[src/rtl/audioSerPkg.sv]
package audioSerPkg;

  typedef enum logic [1:0] {
    SPD_NORMAL = 2'b00,
    SPD_DOUBLE = 2'b01,
    SPD_QUAD   = 2'b10,
    SPD_BAD    = 2'b11
  } speedT;

  // strobes from the control to the shift datapath
  typedef struct packed {
    logic loadLeft;   // capture both samples, present left MSB
    logic loadRight;  // present right MSB from the held copy
    logic shiftOn;    // present the next bit
    logic clearOut;   // force the line and the shifter to zero
  } strobeT;

endpackage

[src/rtl/syncChain.sv]
module syncChain #(
  parameter int WIDTH  = 3,
  parameter int STAGES = 2
) (
  input  logic             clk,
  input  logic [WIDTH-1:0] dIn,
  output logic [WIDTH-1:0] dOut
);

  logic [WIDTH-1:0] stage [STAGES];

  always_ff @(posedge clk) stage[0] <= dIn;

  for (genvar s = 1; s < STAGES; s++) begin : gStage
    always_ff @(posedge clk) stage[s] <= stage[s-1];
  end

  assign dOut = stage[STAGES-1];

endmodule

[src/rtl/serCtrl.sv]
module serCtrl
  import audioSerPkg::*;
#(
  parameter int SAMPLE_W  = 24,
  parameter int HALF_SLOW = 64,
  parameter int HALF_FAST = 32,
  parameter int SYNC_N    = 2
) (
  input  logic       clk,
  input  logic       rstN,
  input  logic       masterMode,
  input  logic [1:0] speedSel,
  input  logic       mclkIn,
  input  logic       bclkIn,
  input  logic       fsyncIn,
  output logic       bclkOut,
  output logic       fsyncOut,
  output logic       speedBad,
  output strobeT     strobe
);

  localparam int CNT_W = $clog2(2 * HALF_SLOW);
  localparam int SLV_W = $clog2(2 * SAMPLE_W) + 1;
  localparam logic [CNT_W-1:0] SLOW_MID  = CNT_W'(HALF_SLOW - 1);
  localparam logic [CNT_W-1:0] FAST_MID  = CNT_W'(HALF_FAST - 1);
  localparam logic [CNT_W-1:0] SLOW_LAST = CNT_W'(2 * HALF_SLOW - 1);
  localparam logic [CNT_W-1:0] FAST_LAST = CNT_W'(2 * HALF_FAST - 1);
  localparam logic [SLV_W-1:0] SLV_SWAP  = SLV_W'(SAMPLE_W - 1);

  // sampled versions of the external clock-like inputs
  logic [2:0] syncd;
  logic mclkS, bclkS, fsyncS;
  logic mclkD, bclkInD;

  syncChain #(.WIDTH(3), .STAGES(SYNC_N)) u_sync (
    .clk  (clk),
    .dIn  ({fsyncIn, bclkIn, mclkIn}),
    .dOut (syncd)
  );
  assign mclkS  = syncd[0];
  assign bclkS  = syncd[1];
  assign fsyncS = syncd[2];

  speedT activeSpeed, nextSpeed;
  logic bclkReg, fsyncReg, started;
  logic [CNT_W-1:0] frameCnt;
  logic slvRun;
  logic [SLV_W-1:0] slvIdx;

  logic speedValid, mclkRise, mclkFall, tick, bitFall;
  logic [CNT_W-1:0] midCnt, lastCnt;
  logic frameEnd, startFrame, enterRight, masterShift;
  logic extFall, slvLoad, slvRight, slvShift;

  always_comb begin
    speedValid = (speedSel != SPD_BAD);
    nextSpeed  = speedValid ? speedT'(speedSel) : activeSpeed;
    mclkRise   = mclkS & ~mclkD;
    mclkFall   = ~mclkS & mclkD;
    tick       = (activeSpeed == SPD_QUAD) ? (mclkRise | mclkFall) : mclkRise;
    bitFall    = masterMode & rstN & tick & bclkReg;
    midCnt     = (activeSpeed == SPD_NORMAL) ? SLOW_MID  : FAST_MID;
    lastCnt    = (activeSpeed == SPD_NORMAL) ? SLOW_LAST : FAST_LAST;
    frameEnd   = (frameCnt == lastCnt);
    startFrame  = bitFall & (~started | frameEnd);
    enterRight  = bitFall & started & ~frameEnd & (frameCnt == midCnt);
    masterShift = bitFall & started & ~frameEnd & ~enterRight;

    extFall  = ~masterMode & rstN & bclkInD & ~bclkS;
    slvLoad  = extFall & fsyncS & ~slvRun;
    slvRight = extFall & fsyncS & slvRun & (slvIdx == SLV_SWAP);
    slvShift = extFall & fsyncS & slvRun & (slvIdx != SLV_SWAP);

    strobe.loadLeft  = startFrame | slvLoad;
    strobe.loadRight = enterRight | slvRight;
    strobe.shiftOn   = masterShift | slvShift;
    strobe.clearOut  = ~rstN | (~masterMode & ~fsyncS);
  end

  always_ff @(posedge clk) begin
    mclkD   <= mclkS;
    bclkInD <= bclkS;
  end

  // master-mode clock and frame generation
  always_ff @(posedge clk) begin
    if (!rstN) begin
      activeSpeed <= speedValid ? speedT'(speedSel) : SPD_NORMAL;
      bclkReg     <= (masterMode && speedSel == SPD_QUAD) ? ~mclkS : 1'b0;
      fsyncReg    <= 1'b0;
      started     <= 1'b0;
      frameCnt    <= '0;
    end else if (!masterMode) begin
      bclkReg  <= 1'b0;
      fsyncReg <= 1'b0;
      started  <= 1'b0;
      frameCnt <= '0;
    end else begin
      if (tick) bclkReg <= ~bclkReg;
      if (startFrame) begin
        activeSpeed <= nextSpeed;
        frameCnt    <= '0;
        fsyncReg    <= 1'b1;
        started     <= 1'b1;
      end else if (enterRight) begin
        frameCnt <= frameCnt + 1'b1;
        fsyncReg <= 1'b0;
      end else if (masterShift) begin
        frameCnt <= frameCnt + 1'b1;
      end
    end
  end

  // slave-mode bit position tracking
  always_ff @(posedge clk) begin
    if (!rstN || masterMode || !fsyncS) begin
      slvRun <= 1'b0;
      slvIdx <= '0;
    end else if (slvLoad) begin
      slvRun <= 1'b1;
      slvIdx <= '0;
    end else if ((slvRight || slvShift) && slvIdx != '1) begin
      slvIdx <= slvIdx + 1'b1;
    end
  end

  assign bclkOut  = bclkReg;
  assign fsyncOut = fsyncReg;
  assign speedBad = ~speedValid;

endmodule

[src/rtl/serData.sv]
module serData
  import audioSerPkg::*;
#(
  parameter int SAMPLE_W = 24
) (
  input  logic                clk,
  input  strobeT              strobe,
  input  logic [SAMPLE_W-1:0] leftSample,
  input  logic [SAMPLE_W-1:0] rightSample,
  output logic                sdata
);

  localparam int MSB = SAMPLE_W - 1;

  logic [SAMPLE_W-1:0] rightHold;
  logic [SAMPLE_W-1:0] shifter;
  logic                lineReg;

  always_ff @(posedge clk) begin
    if (strobe.clearOut) begin
      lineReg <= 1'b0;
      shifter <= '0;
    end else if (strobe.loadLeft) begin
      rightHold <= rightSample;
      lineReg   <= leftSample[MSB];
      shifter   <= {leftSample[MSB-1:0], 1'b0};
    end else if (strobe.loadRight) begin
      lineReg <= rightHold[MSB];
      shifter <= {rightHold[MSB-1:0], 1'b0};
    end else if (strobe.shiftOn) begin
      // zeros enter from the bottom, padding the rest of the half-frame
      lineReg <= shifter[MSB];
      shifter <= {shifter[MSB-1:0], 1'b0};
    end
  end

  assign sdata = lineReg;

endmodule

[src/rtl/audioSerialPort.sv]
module audioSerialPort
  import audioSerPkg::*;
#(
  parameter int SAMPLE_W  = 24,
  parameter int HALF_SLOW = 64,
  parameter int HALF_FAST = 32,
  parameter int SYNC_N    = 2
) (
  input  logic                clk,
  input  logic                rstN,
  input  logic                masterMode,
  input  logic [1:0]          speedSel,
  input  logic                mclkIn,
  input  logic                bclkIn,
  input  logic                fsyncIn,
  input  logic [SAMPLE_W-1:0] leftSample,
  input  logic [SAMPLE_W-1:0] rightSample,
  output logic                bclkOut,
  output logic                fsyncOut,
  output logic                sdata,
  output logic                speedBad
);

  strobeT strobe;

  serCtrl #(
    .SAMPLE_W  (SAMPLE_W),
    .HALF_SLOW (HALF_SLOW),
    .HALF_FAST (HALF_FAST),
    .SYNC_N    (SYNC_N)
  ) u_ctrl (
    .clk        (clk),
    .rstN       (rstN),
    .masterMode (masterMode),
    .speedSel   (speedSel),
    .mclkIn     (mclkIn),
    .bclkIn     (bclkIn),
    .fsyncIn    (fsyncIn),
    .bclkOut    (bclkOut),
    .fsyncOut   (fsyncOut),
    .speedBad   (speedBad),
    .strobe     (strobe)
  );

  serData #(.SAMPLE_W(SAMPLE_W)) u_data (
    .clk         (clk),
    .strobe      (strobe),
    .leftSample  (leftSample),
    .rightSample (rightSample),
    .sdata       (sdata)
  );

endmodule

[config.mk]
export PLATFORM = sky130hd
export DESIGN_NAME = audioSerialPort
export DESIGN_NICKNAME = d
export VERILOG_FILES = /design/src/rtl/audioSerPkg.sv /design/src/rtl/syncChain.sv /design/src/rtl/serCtrl.sv /design/src/rtl/serData.sv /design/src/rtl/audioSerialPort.sv
export SDC_FILE = /design/constraint.sdc
export NUM_CORES = 1
export LEC_CHECK = 0
export BUFFER_PORTS_ARGS = -buffer_cell sky130_fd_sc_hd__buf_2
export CORE_UTILIZATION = 54
export CTS_CLUSTER_SIZE = 12
export DETAILED_ROUTE_END_ITERATION = 10
export GPL_TIMING_DRIVEN = 0
export MAX_ROUTING_LAYER = met4
export PLACE_DENSITY = 0.74
export RECOVER_POWER = 100
export SKIP_CTS_REPAIR_TIMING = 1
export SLEW_MARGIN = 20
export SYNTH_ARGS = -nofsm -noshare
export SYNTH_HDL_FRONTEND = slang
export SYNTH_SLANG_ARGS = --single-unit
[constraint.sdc]
create_clock -name clk -period 2.88 [get_ports clk]
set_input_delay 0.288 -clock clk [delete_from_list [all_inputs] [get_ports clk]]
set_output_delay 0.288 -clock clk [all_outputs]
set_load 0.1 [all_outputs]
Word level (Yosys, flattened, before mapping):

Memories as Yosys holds them, arrays and structs flattened.
Index checks and enable logic that the tools add are counted.

* output and inout port bits: 4
* memories kept: 1
* input bits: 56
* register bits: 70
* bits in writable memories: 6

Memories
* u_ctrl.u_sync.stage: words 2, width 3, rd ports 2, clocked after Yosys merged registers in 0, write ports 2, RTL line syncChain.sv:10 `logic [WIDTH-1:0] stage [STAGES];`

* equality and inequality tests: 12
* reductions and logical operators: 16
* bitwise gates (word level): 38
* $add $sub $neg: 2
* multiplexer cells: 22

Operator list (number)
* 2-to-1 mux 24 bit: 3
* 2-to-1 mux 7 bit: 3
* AND 1 bit: 19
* adder 7 x 1 -> 7 bit (second input constant): 2
* == test 7 bit: 2
* inverter 1 bit: 13
* 2-to-1 mux 1 bit: 10
* 2-to-1 mux 2 bit: 5
* == test 7 x 5 -> 1 bit (second input constant): 1
* != test 7 x 5 -> 1 bit (second input constant): 1
* != test 7 bit (second input constant): 1
* 2-to-1 mux 6 bit: 1
* != test 2 x 1 -> 1 bit (second input constant): 3
* OR 1 bit: 6
* == test 2 bit (second input constant): 2
* AND reduction 2 bit: 2
* nonzero test 2 bit: 2
* logical OR 1 bit: 3
* != test 3 x 2 -> 1 bit (second input constant): 1
* AND reduction 3 bit: 1
* nonzero test 3 bit: 1
* OR reduction 3 bit: 1
* logical AND 1 bit: 2
* zero test 1 bit: 2
* other kinds (3): 3

Depth between registers and ports, before layout:

An unclocked memory read counts as a cell.

* word-level depth: 16
* gate-level depth with buffers: 10
* depth with buffers taken out: 8

By module:

A second synthesis with hierarchy kept.

* cell total of the unflattened synthesis: 303
* area total of the unflattened synthesis: 3419.5 um^2

Modules (own cells, without submodules)
* serData: area an instance 2100.8 um^2, seq. area each 1201.2 um^2, times used 1, cells each 162
* serCtrl: area an instance 1176.1 um^2, seq. area each 470.5 um^2, times used 1, cells each 132
* syncChain: area an instance 142.6 um^2, seq. area each 120.1 um^2, times used 1, cells each 9

Worst setup path after synthesis:

No wires, ideal clock.

* path kind: flip-flop to flip-flop
* start: register u_ctrl.bclkReg (netlist: u_ctrl.bclkOut)
* end: register u_data.shifter[1]
* path buffers: 0
* clock period less this slack: 2.490 ns
* cell stages (with the launch flop): 6
* required time: 2.810 ns
* arrival: 2.420 ns
* setup slack: 0.390 ns
* cell sequence: edfxtp_1 > o211a_2 > a31oi_2 > inv_1 > a22oi_1 > a21oi_1

* cells in the longest elaborated chain, start to end: 8

Ends and longest elaborated chain
* from (decl): RTL line serCtrl.sv:45 `logic bclkReg, fsyncReg, started;`
* from (signal assigned): RTL line serCtrl.sv:89 `bclkReg <= (masterMode && speedSel == SPD_QUAD) ? ~mclkS : 1'b0;`
* from (signal assigned): RTL line serCtrl.sv:99 `if (tick) bclkReg <= ~bclkReg;`
* AND 1 bit *: RTL line serCtrl.sv:61 `bitFall = masterMode & rstN & tick & bclkReg;`
* AND 1 bit (2 in a row): RTL line serCtrl.sv:66, serCtrl.sv:67
* AND 1 bit: RTL line serCtrl.sv:66 `enterRight = bitFall & started & ~frameEnd & (frameCnt == midCnt);`
* inverter 1 bit: RTL line serCtrl.sv:67 `masterShift = bitFall & started & ~frameEnd & ~enterRight;`
* AND 1 bit: RTL line serCtrl.sv:67
* OR 1 bit: RTL line serCtrl.sv:76 `strobe.shiftOn = masterShift | slvShift;`
* nonzero test 3 bit (no source line)
* to (signal assigned): RTL line serData.sv:26 `shifter <= {leftSample[MSB-1:0], 1'b0};`
* to (signal assigned): RTL line serData.sv:29 `shifter <= {rightHold[MSB-1:0], 1'b0};`
* to (signal assigned): RTL line serData.sv:33 `shifter <= {shifter[MSB-1:0], 1'b0};`
* to (decl): RTL line serData.sv:16 `logic [SAMPLE_W-1:0] shifter;`

Every way passes the cells marked *; elsewhere a longest branch is shown, timed or not.
A chain may end at the register's enable or synchronous reset.

Worst setup path in the final report:

* start: register u_ctrl.activeSpeed[1]
* end: register u_data.shifter[1]

* cells in the longest elaborated chain, start to end: 11

Ends and longest elaborated chain
* from (decl): RTL line serCtrl.sv:44 `speedT activeSpeed, nextSpeed;`
* from (signal assigned): RTL line serCtrl.sv:88 `activeSpeed <= speedValid ? speedT'(speedSel) : SPD_NORMAL;`
* from (signal assigned): RTL line serCtrl.sv:101 `activeSpeed <= nextSpeed;`
* == test 2 bit: RTL line serCtrl.sv:60 `tick = (activeSpeed == SPD_QUAD) ? (mclkRise | mclkFall) : mclkRise;`
* 2-to-1 mux 1 bit: RTL line serCtrl.sv:60
* AND 1 bit (2 in a row): RTL line serCtrl.sv:61
* AND 1 bit (2 in a row): RTL line serCtrl.sv:66, serCtrl.sv:67
* AND 1 bit: RTL line serCtrl.sv:66
* inverter 1 bit: RTL line serCtrl.sv:67
* AND 1 bit: RTL line serCtrl.sv:67
* OR 1 bit: RTL line serCtrl.sv:76
* nonzero test 3 bit (no source line)

Several ways; a longest one is shown, not always the timed one.

==> qor_table.md <==
| Group | Quantity | This run |
| --- | --- | --- |
| run status | Status | finished clean |
| global routing | Highest-utilization routing layer at the global route stage | met2 |
| placed design | Final Wtd Congestion | 0.8223 |
| yosys | Complex-gate fraction of the synthesized area | 15.68% |
| floorplanning | Area of the core | 5238 µm² |
| yosys | Number of synthesized register bits | 76 |
| route | DRC violations left | 0 |
| sta | Clock Skew | 0.007869 ns |
| global routing | Grt met3 use | 6.905% |
| route | Wire length reported by the detailed router | 6282 µm |
| floorplanning | Die area | 5887 µm² |
| global routing | Residual overflow from global routing | 0 |
| floorplanning | Die Width | 76.73 µm |
| route | First-pass detailed-route iteration total | 4 |
| sta | Final-layout setup total negative slack | 0 ns |
| yosys | Share of synthesized area spent on multiplexers | 0.3320% |
| yosys | Number of synthesis warnings | 0 |
| yosys | Cell area after synthesis | 3015 µm² |
| clock network | Number of buffers created by CTS | 9 |
| worst setup path | Crit-path cells | nor3_1 > o41ai_4 > a31oi_2 > clkinvlp_4 > a22oi_1 > a21oi_1 |
| route | Antenna viol nets, final | 0 |
| route | Wire per inst | 14.28 µm |
| finish | Fillcell total | 435 |
| floorplanning | Effective utilization at floorplan | 57.57% |
| finish | Diode insertion count for antenna repair | 0 |
| sta | Slew Viols, Final | 0 |
| worst setup path | Type of destination of the critical path | flop |
| finish | Layout Nets | 424 |
| clock network | Clock Sinks | 76 |
| yosys | Synthesized-area fraction occupied by xor and xnor cells | 1.452% |
| yosys | Most used flip-flop cell after synthesis | sky130_fd_sc_hd__dfxtp_1 |
| clock network | Clock latency on the worst-skew pair | 0.35 ns |
| global routing | M1 GR Usage | 28.43% |
| finish | Synth-to-layout area growth | 19.09% |
| yosys | Number of enable-type register cells in the synthesized netlist | 27 |
| placed design | DP Cell Count | 423 |
| sta | Rel. slew slack | 22.43% |
| sta | Highest Clock Rate | 386.8 MHz |
| route | Violation count after the first detailed-route iteration | 113 |
| global routing | Maximum number of pins on one net before global-route repair | 26 |
| floorplanning | Row cnt | 26 |
| floorplanning | Top-level port count | 60 |
| yosys | Dominant combinational cell family by area after synthesis | simple AND/OR/NAND/NOR gates |
| global routing | Initial antenna violation count | 0 |
| sta | Transition time of the tightest slew-check pin | 1.169 ns |
| sta | Final Worst Setup Slack | 0.2947 ns |
| clock network | Clock root buffer | sky130_fd_sc_hd__clkbuf_8 |
| placed design | Detailed placement HPWL | 4310 µm |
| worst setup path | Arrival time of data at the critical path endpoint | 2.81 ns |
| placed design | Place WS | 0.05400 ns |
| sta | Setup violations, final | 0 |
| finish | Commonest non-fill, non-tap cell in the layout | sky130_fd_sc_hd__buf_2 |
| finish | Final instance count without filler cells | 440 |
| route | Total number of vias | 2395 |
| power | LEAKAGE | 1.401 nW |
| yosys | Cells after synthesis | 294 |
| floorplanning | Height of the chip | 76.73 µm |
| sta | Final hold violations | 0 |
| worst setup path | Crit path launch type | flop |
| yosys | Synth async-reset ratio | 0% |
| worst setup path | Maximum cell stage delay along the critical path | 0.56 ns |
| job | Number of violations of the max-capacitance limit | 0 |
| sta | Final worst hold slack | 0.03791 ns |
| power | Highest ir drop seen on vdd | 0.4270 mV |
| worst setup path | Slowest cell on the critical path | sky130_fd_sc_hd__a31oi_2 |
| power | Power per Cell Area | 587.9 nW/µm² |
| sta | Unrepaired setup endpoints after global routing | false |
| worst setup path | Required arrival time at the worst endpoint | 3.10 ns |
| placed design | I/O Buffers | 59 |
| yosys | Number of distinct standard cells referenced by the synthesized netlist | 43 |
| clock network | Reg clk slew, reported paths | 0.07 ns |
| yosys | Adder-cell share of the synthesized area | 1.245% |
| clock network | H-tree depth | 3 |
| worst setup path | Largest fanout of any net on the critical path | 13 |
| global routing | Wire length of the first global-routing pass | 10430 µm |
| yosys | Sequential share of the synthesized area | 59.42% |
| yosys | Total nets after synthesis | 353 |
| worst setup path | Startpoint-to-endpoint class of the critical path | flop to flop |
| sta | Part of the cycle the worst path needs | 89.77% |
| min path | Min-delay worst type | input port to flop |
| global routing | Met2 track demand over resource in global routing | 37.14% |
| sta | Final min period | 2.585 ns |
| global routing | All-Layer GR Usage | 23.51% |
| yosys | Area fraction in and, or, nand and nor cells after synthesis | 18.76% |
| finish | Proportion of layout cells with a drive suffix above 1 | 21.62% |
| finish | Most frequent cells in the layout | sky130_fd_sc_hd__buf_2, sky130_fd_sc_hd__dfxtp_1, sky130_fd_sc_hd__nor2_1 |
| clock network | TritonCTS clock tree | built |
| finish | Utilization after layout | 68.56% |
| global routing | Vias in the first global route | 2326 |
| clock network | Maximum buffer depth of the clock tree | 2 |
| route | Via density | 5.443 |
| yosys | Mean instance size in the synthesized netlist | 10.26 µm² |
-- synthesized netlist by cell type, types with 3 or more instances --
master / instances / share of area, %
sky130_fd_sc_hd__nand3b_1: 4 / 1.0
sky130_fd_sc_hd__inv_1: 6 / 0.75
sky130_fd_sc_hd__o22ai_1: 23 / 4.8
sky130_fd_sc_hd__dfxtp_1: 49 / 33
sky130_fd_sc_hd__o21ai_0: 10 / 1.7
sky130_fd_sc_hd__nor2_1: 44 / 5.5
sky130_fd_sc_hd__nand3_1: 6 / 1.0
sky130_fd_sc_hd__a21oi_1: 10 / 1.7
sky130_fd_sc_hd__nand4_1: 3 / 0.62
sky130_fd_sc_hd__xor2_1: 4 / 1.2
sky130_fd_sc_hd__ha_1: 3 / 1.2
sky130_fd_sc_hd__nor2b_1: 3 / 0.62
sky130_fd_sc_hd__clkbuf_1: 9 / 1.1
sky130_fd_sc_hd__nor3_1: 28 / 4.6
sky130_fd_sc_hd__and3_1: 4 / 0.83
sky130_fd_sc_hd__buf_2: 3 / 0.50
sky130_fd_sc_hd__o21ai_1: 20 / 3.3
sky130_fd_sc_hd__nand2_1: 9 / 1.1
sky130_fd_sc_hd__nor4b_1: 3 / 0.87
sky130_fd_sc_hd__edfxtp_1: 27 / 27
-- stage by stage --
step | power (mW) | area, µm²
2_1_floorplan | 1.274 | 3015
3_3_place_gp | 1.336 | 3398
3_5_place_dp | 1.340 | 3398
4_1_cts | 2.135 | 3592
5_1_grt | 2.190 | 3591
6_report | 2.111 | 3591
-- state kept, by name (all words and copies together), names as in the netlist, 2 cells and up --
signal               count
u_data.rightHold        24
u_data.shifter          23
u_ctrl.u_sync.stage      6
u_ctrl.activeSpeed       2
u_ctrl.slvIdx            7
u_ctrl.frameCnt          7
-- logic make-up (layout without fill, tap and decap cells) --
| logic type | after synthesis | after routing |
|---|---|---|
| AOI/OAI and AO/OA | 76 | 76 |
| DFF | 76 | 76 |
| muxes | 1 | 1 |
| xor gates and xnor gates | 5 | 5 |
| buffers and inverters | 20 | 96 |
| and+or+nand+nor | 113 | 113 |
| adders and majority gates | 3 | 3 |
-- final cells by class --
type	instances	area [µm²]	share of cell area [%]
sequential	76	1792	49.90
multi-input combinational	198	1124	31.29
timing repair buffer	59	289.0	8.049
clock buffer	12	145.1	4.042
tap	70	87.58	2.439
buffer	14	71.32	1.986
clock inverter	4	48.80	1.359
inverter	6	26.28	0.7317
timing repair inverter	1	7.507	0.2091
-- worst paths after layout --
path	start	end	slack (ns)	cells past startpoint
worst max register to register	u_ctrl.activeSpeed[1]	u_data.shifter[1]	0.29	6
worst min-delay path	fsyncIn	u_ctrl.u_sync.stage[0][2]	0.04	1
worst min register to register	u_ctrl.u_sync.stage[0][1]	u_ctrl.u_sync.stage[0][4]	0.33	0
worst max-delay path	u_ctrl.activeSpeed[1]	u_data.shifter[1]	0.29	6
-- worst max-delay path: cells and delay by family, from the launching register on --
kind / cells / cell delay (ns)
AOI/OAI and AO/OA: 4 / 1.13
buffers and inverters: 1 / 0.48
DFF: 1 / 0.47
and+or+nand+nor: 1 / 0.38
-- metal layers --
layer	up-vias	wire length [µm]
met5	-	0
met4	0	101
met3	9	237
met2	61	3112
met1	1106	2830
li1	1219	-
-- report_power, final --
| part | switching (mW) | internal, mW |
|---|---|---|
| clock network | 0.371 | 0.423 |
| logic | 0.100 | 0.0597 |
| registers | 0.0160 | 1.14 |
| total | 0.487 | 1.62 |
Power figures use the tool's default switching activity.
